**config.mk**
```make
export PLATFORM = sky130hd
export DESIGN_NAME = icap_edge_unit
export DESIGN_NICKNAME = d
export VERILOG_FILES = /design/src/rtl/icap_pkg.sv /design/src/rtl/icap_sync.sv /design/src/rtl/icap_edge_qual.sv /design/src/rtl/icap_latch.sv /design/src/rtl/icap_edge_unit.sv
export SDC_FILE = /design/constraint.sdc
export NUM_CORES = 1
export LEC_CHECK = 0
export BUFFER_PORTS_ARGS = -buffer_cell sky130_fd_sc_hd__buf_4
export CAP_MARGIN = 20
export CORE_MARGIN = 2
export CORE_UTILIZATION = 40
export CTS_BUF_LIST = sky130_fd_sc_hd__clkbuf_8
export CTS_CLUSTER_SIZE = 28
export DETAILED_ROUTE_END_ITERATION = 7
export PLACE_DENSITY = 0.67
export SKIP_LAST_GASP = 1
export SLEW_MARGIN = 40
export SYNTH_ARGS = -nofsm -noshare
export SYNTH_HDL_FRONTEND = slang
export SYNTH_SLANG_ARGS = --single-unit
```
**constraint.sdc**
```tcl
create_clock -name clk -period 4.1 [get_ports clk]
set_input_delay 0.615 -clock clk [delete_from_list [all_inputs] [get_ports clk]]
set_output_delay 0.615 -clock clk [all_outputs]
set_load 0.02 [all_outputs]
```
**src/rtl/icap_pkg.sv**
```systemverilog
package icap_pkg;

    typedef enum logic [1:0] {
        CAP_ANY   = 2'b00,
        CAP_RISE  = 2'b01,
        CAP_FALL  = 2'b10,
        CAP_PULSE = 2'b11
    } cap_mode_e;

    typedef struct packed {
        logic rise;
        logic fall;
    } edge_info_t;

    function automatic edge_info_t classify_edge(input logic cur, input logic prev);
        edge_info_t e;
        e.rise = cur & ~prev;
        e.fall = ~cur & prev;
        return e;
    endfunction

    // Event for the three edge-direction modes; pulse mode is handled with its arm state.
    function automatic logic direct_hit(input cap_mode_e m, input edge_info_t e);
        logic hit;
        case (m)
            CAP_ANY:  hit = e.rise | e.fall;
            CAP_RISE: hit = e.rise;
            CAP_FALL: hit = e.fall;
            default:  hit = 1'b0;
        endcase
        return hit;
    endfunction

endpackage

```
**src/rtl/icap_sync.sv**
```systemverilog
module icap_sync #(
    parameter int STAGES = 2
) (
    input  logic clk,
    input  logic rst,
    input  logic d_async,
    output logic q_sync
);
    logic [STAGES-1:0] chain;

    genvar i;
    generate
        for (i = 0; i < STAGES; i++) begin : g_stage
            if (i == 0) begin : g_first
                always_ff @(posedge clk) begin
                    if (rst) chain[0] <= 1'b0;
                    else     chain[0] <= d_async;
                end
            end else begin : g_next
                always_ff @(posedge clk) begin
                    if (rst) chain[i] <= 1'b0;
                    else     chain[i] <= chain[i-1];
                end
            end
        end
    endgenerate

    assign q_sync = chain[STAGES-1];
endmodule

```
**src/rtl/icap_edge_qual.sv**
```systemverilog
module icap_edge_qual
    import icap_pkg::*;
(
    input  logic       clk,
    input  logic       rst,
    input  logic       en,
    input  logic [1:0] mode_raw,
    input  logic       lvl,
    output logic       fire
);
    cap_mode_e  mode;
    cap_mode_e  mode_q;
    logic       lvl_d;
    logic       armed;
    edge_info_t ed;
    logic       any_edge;
    logic       mode_moved;
    logic       pulse_hit;

    assign mode       = cap_mode_e'(mode_raw);
    assign ed         = classify_edge(lvl, lvl_d);
    assign any_edge   = ed.rise | ed.fall;
    assign mode_moved = (mode != mode_q);
    assign pulse_hit  = (mode == CAP_PULSE) && !mode_moved && any_edge && armed;

    always_ff @(posedge clk) begin
        if (rst) begin
            lvl_d  <= 1'b0;
            mode_q <= CAP_ANY;
        end else begin
            lvl_d  <= lvl;
            mode_q <= mode;
        end
    end

    always_ff @(posedge clk) begin
        if (rst)
            armed <= 1'b0;
        else if (!en || mode_moved)
            armed <= 1'b0;
        else if (mode == CAP_PULSE && any_edge)
            armed <= ~armed;
    end

    always_comb begin
        fire = 1'b0;
        if (en) begin
            if (mode == CAP_PULSE) fire = pulse_hit;
            else                   fire = direct_hit(mode, ed);
        end
    end
endmodule

```
**src/rtl/icap_latch.sv**
```systemverilog
module icap_latch #(
    parameter int CNT_W = 16
) (
    input  logic             clk,
    input  logic             rst,
    input  logic             fire,
    input  logic [CNT_W-1:0] count_in,
    input  logic             flag_clr,
    output logic [CNT_W-1:0] value,
    output logic             strobe,
    output logic             flag
);
    always_ff @(posedge clk) begin
        if (rst) begin
            value  <= '0;
            strobe <= 1'b0;
        end else begin
            strobe <= fire;
            if (fire) value <= count_in;
        end
    end

    always_ff @(posedge clk) begin
        if (rst)           flag <= 1'b0;
        else if (fire)     flag <= 1'b1;
        else if (flag_clr) flag <= 1'b0;
    end
endmodule

```
**src/rtl/icap_edge_unit.sv**
```systemverilog
module icap_edge_unit #(
    parameter int CNT_W       = 16,
    parameter int SYNC_STAGES = 2
) (
    input  logic             clk,
    input  logic             rst,
    input  logic             chan_en,
    input  logic [1:0]       cap_mode,
    input  logic             pin_async,
    input  logic [CNT_W-1:0] count_in,
    input  logic             flag_clr,
    output logic [CNT_W-1:0] cap_value,
    output logic             cap_strobe,
    output logic             cap_flag
);
    logic pin_s;
    logic fire;

    icap_sync #(.STAGES(SYNC_STAGES)) u_sync (
        .clk     (clk),
        .rst     (rst),
        .d_async (pin_async),
        .q_sync  (pin_s)
    );

    icap_edge_qual u_qual (
        .clk      (clk),
        .rst      (rst),
        .en       (chan_en),
        .mode_raw (cap_mode),
        .lvl      (pin_s),
        .fire     (fire)
    );

    icap_latch #(.CNT_W(CNT_W)) u_latch (
        .clk      (clk),
        .rst      (rst),
        .fire     (fire),
        .count_in (count_in),
        .flag_clr (flag_clr),
        .value    (cap_value),
        .strobe   (cap_strobe),
        .flag     (cap_flag)
    );
endmodule

```
Word level (Yosys, flattened, before mapping)
Index checks and enable logic that the tools add are counted.

cells by class
  reductions and logical operators = 10
  mux-type cells = 5
  eq/ne operators = 4
  bitwise gates (word level) = 6

operators with widths
  operator                                              count
  equality test 2 bit (second input constant)           2
  logical AND 1 bit                                     4
  two-way mux 1 bit                                     4
  NOT 1 bit                                             3
  case mux 1 bit (3 select lines)                       1
  AND 1 bit                                             2
  equality test 2 x 1 -> 1 bit (second input constant)  1
  logical NOT 1 bit                                     2
  logical NOT 2 bit                                     1
  != test 2 bit                                         1
  nonzero test 2 bit                                    1
  OR reduction 2 bit                                    1
  logical OR 1 bit                                      1
  bitwise OR 1 bit                                      1

storage, ports and cells
  input port bits = 23
  bits in registers = 24

Longest topological paths before layout
  word-level depth = 8
  mapped depth = 8

Cells and area by module
From an unflattened synthesis, not the netlist that was laid out.

unflattened totals
  cells, all modules = 89
  area total of the unflattened synthesis = 940.9 um2

modules (own cells, without submodules)
  module          cells each  area each (um2)  instances  seq. area each (um2)
  icap_latch      58          640.6            1          360.3
  icap_edge_qual  27          247.7            1          80.1
  icap_sync       4           52.6             1          40.0

Worst setup path after synthesis
Ideal clock, no wire load.

  kind = register to register
  start point = register u_sync.chain[1], in the netlist u_sync.q_sync
  end point = register u_latch.value[10]
  slack = 2.413 ns
  stages on the path, launching flop included = 9
  arrival = 1.615 ns
  data required time = 4.028 ns
  path through = dfxtp_1 > inv_1 > ha_1 > nor2b_1 > o31ai_4 > and3_1 > buf_6 > buf_12 > mux2i_1

between the ends
  longest elaborated chain between the ends = 7
  elaborated cells on any way between the ends = 9

RTL lines
  element                                                                                  RTL line              RTL
  start, declared                                                                          icap_sync.sv:9        logic [STAGES-1:0] chain;
  start signal, assigned by index                                                          icap_sync.sv:22       else chain[i] <= chain[i-1];
  parallel branches: the longest is 5 deep, another holds case mux 1 bit (3 select lines)  -
  two-way mux 1 bit (*)                                                                    icap_edge_qual.sv:48  if (mode == CAP_PULSE) fire = pulse_hit;
  two-way mux 1 bit (*)                                                                    icap_edge_qual.sv:47  if (en) begin
  end signal, assigned                                                                     icap_latch.sv:19      if (fire) value <= count_in;
  end, declared                                                                            icap_latch.sv:9       output logic [CNT_W-1:0] value,

Every way passes the cells marked *.
A chain may end at the register's enable or synchronous reset.

Worst setup path after layout
  start point = register u_sync.chain[1], in the netlist u_sync.q_sync
  end point = register u_latch.value[6]

The elaborated chain is that of the path after synthesis.

==> results.ini <==
[yosys]
synthTopCellsByCount=33 x sky130_fd_sc_hd__nand2b_1, 24 x sky130_fd_sc_hd__dfxtp_1, 16 x sky130_fd_sc_hd__mux2i_1
postSynth.asyncResetShare_pct=0
post_synthesis_register_bit_count=24
netlist.area_leader.share_pct=43.9
synth-main-ff-cell=sky130_fd_sc_hd__dfxtp_1
synth_cell_types=22
synthesized_area_per_cell_um2=10.2
synth_sequential_area_ratio_pct=43.9
syn-instance-count=107
syn-num-nets=132
synth_area_um2=1090
synth_largest_area_cell=sky130_fd_sc_hd__dfxtp_1
synth_edf_count=0
ys_warn_count=0
most_frequent_cell_after_synthesis=sky130_fd_sc_hd__nand2b_1
ys_top_cells_by_area=sky130_fd_sc_hd__dfxtp_1 44%, sky130_fd_sc_hd__nand2b_1 19%, sky130_fd_sc_hd__mux2i_1 15%

[sta]
finalClockSkew_ns=0.00136
worst_pin_slew_ns=0.476
whs_ns=0.445
layout_worst_path_cycle_share_pct=47.3
timing_hold_violations_final=0
shortest_period_the_worst_path_allows_ns=1.94
slew_headroom_pct=68.2
final-max-slew-violation-count=0
setup_viol=0
rsz0062_at_grt=no
max_clock_freq_ghz=0.515
finalSetupTns_ns=0

[drt]
dr_total_vias=805
ant_nets=0
routed_wl_um=1940
dr.first_iter.drc_count=7
viasPerCell=4.60
dr.pass1.iters=2
drt-wirelength-per-cell_um=11.1
drcViolationCount=0

[power]
vdd_drop_max_mv=0.169
static-leakage-power_nw=0.616
total_power_uw=486
power-per-cell-area_nw_per_um2=337

[clock_tree]
tritoncts=built
cts_buffer_depth=2
clk-insertion-delay-late_ns=0.26
clock-root-buffer=sky130_fd_sc_hd__clkbuf_8
ctsResizeCount=0
ctsHtreeMaxLevel=1
clk_pin_slew_worst_paths_ns=0.08
number_of_cts_inserted_buffers=3
post_cts_hold_buffer_count=0
cts_setup_buffers=0
cts.sink_count=24

[critical_path]
critPathBufInv=1
timing.critical_path.cells=inv_1, ha_1, nor2b_1, o31ai_4, and3_2, mux2i_1
critical_path.top_delay_family=simple AND/OR/NAND/NOR gates
timing.critical_path.to_type=flip-flop
capture_instance_of_the_worst_register_to_register_path=u_latch.value[6]
critPathMaxFanout=16
timing.critical_path.from_type=flip-flop
ff2ff_setup_slack_ns=2.16
crit_arrival_ns=2.14
crit_path_top_delay_cell=sky130_fd_sc_hd__and3_2
timing.rr.start=u_sync.q_sync
timing_worst_setup_path_type=reg -> reg
critPathRequiredTime_ns=4.29
cpPeakStageDelay_ns=0.53
worst-r2r-cell-count=6

[finish]
nFillCells=227
layout.nets=171
area.sequential_um2=480
synthToLayoutAreaGrowth_pct=31.8
share_of_post_route_cells_with_drive_strength_above_1_pct=32.4
num_antenna_cells=0
multiInputGateArea_um2=557
stdcell_count=175
stdcell_area_um2=1440

[floorplanning]
die_area_um2=3170
die_height_um=56.3
die_width_um=56.3
fp-row-count=18
start_util_pct=43.0
core_area_um2=2540
pin_count=41

[grt]
grt_use_total_pct=12.5
grt_pass1_wl_um=3150
number_of_global_route_vias_before_repair=763
maximum_number_of_pins_on_one_net_before_global_route_repair=41
grt_remaining_overflow=0
grt_antenna_before_repair=0

[placement]
gp_routability_congestion=0.636
io_buffers=40
post-dp-hpwl_um=1390
placedInstanceArea_um2=1390
place_inst=171

[min_path]
worst_hold_end=u_sync.q_sync
hold_depth=1
holdCritStartpoint=u_sync.chain[0]
min_path_type=reg -> reg

[flow_run]
maxCapViolations=0

[status]
run_status=finished clean

[cells in the final DEF, fill, tap and decap left out, drive strengths merged]
cell    Yosys  layout
a21oi       3       3
and3        1       1
and4b       1       1
buf         2      40
clkbuf      4       4
dfxtp      24      24
ha          2       2
inv         3       3
mux2i      16      16
nand2       1       1
nand2b     33      33
nand3       2       2
nand3b      1       1
nand4b      1       1
nor2        2       2
nor2b       6       6
o21ai       2       2
o31ai       1       1
or4b        1       1
xnor2       1       1
[state kept, by name, indices dropped and copies added, names as in the netlist]
name            cells
u_latch.value      16
u_qual.mode_q       2
u_latch.flag        1
u_latch.strobe      1
u_qual.armed        1
u_qual.lvl_d        1
u_sync.chain        1
u_sync.q_sync       1
[worst reg2reg max path: stages, from the launching register on]
cell                      delay, ns
sky130_fd_sc_hd__dfxtp_1       0.34
sky130_fd_sc_hd__inv_1         0.06
sky130_fd_sc_hd__ha_1          0.33
sky130_fd_sc_hd__nor2b_1       0.17
sky130_fd_sc_hd__o31ai_4       0.19
sky130_fd_sc_hd__and3_2        0.53
sky130_fd_sc_hd__mux2i_1       0.25
[how the worst max path moves through the flow]
stage | from | endpoint | slack, ns | cells past startpoint
after floorplan | u_sync.q_sync | u_latch.value[10] | 2.41 | 8
after global placement | cap_mode[1] | u_latch.value[10] | 1.84 | 5
after detailed placement | cap_mode[1] | u_latch.value[3] | 2.10 | 5
after CTS | u_sync.q_sync | u_latch.value[3] | 2.12 | 6
after global routing | u_sync.q_sync | u_latch.value[13] | 2.02 | 6
final | u_sync.q_sync | u_latch.value[6] | 2.16 | 6
[routing by layer]
layer	GRT usage (%)	vias to the layer above	share of wire, %
met5	0	-	0
met1	15.1	350	44
met2	20.8	27	47
met3	3.46	4	7.3
li1	-	424	-
met4	5.10	0	1.2
[logic make-up (layout without fill, tap and decap cells)]
family	count (synthesis)	after routing	synth area share, %
multiplexers	16	16	14.6
AND/OR/NAND/NOR	49	49	28.8
adder cells (fa/ha/maj)	2	2	2.29
buffers and inverters	9	47	5.26
flip-flops	24	24	43.9
XOR/XNOR	1	1	0.801
AO/OA/AOI/OAI	6	6	4.23
[power by group]
part	total [mW]	switching (mW)	internal, mW
combinational	0.0786	0.0356	0.0430
sequential	0.249	0.00538	0.243
clock	0.159	0.0730	0.0857
total	0.486	0.114	0.372
[cell type report]
| type | count | area share (%) |
|---|---|---|
| clock buffer | 4 | 3.82 |
| inverter | 3 | 0.781 |
| multi-input combinational | 74 | 38.6 |
| sequential | 24 | 33.3 |
| tap | 30 | 2.60 |
| timing repair buffer | 40 | 20.8 |
[metrics by stage]
step           worst slack [ns]  util (%)
2_1_floorplan              2.41         -
3_3_place_gp               1.84      54.4
3_5_place_dp               2.10      54.5
4_1_cts                    2.12      56.6
5_1_grt                    2.02      56.6
6_report                   2.16      56.6
No activity file was read; power rests on OpenSTA's default activity.
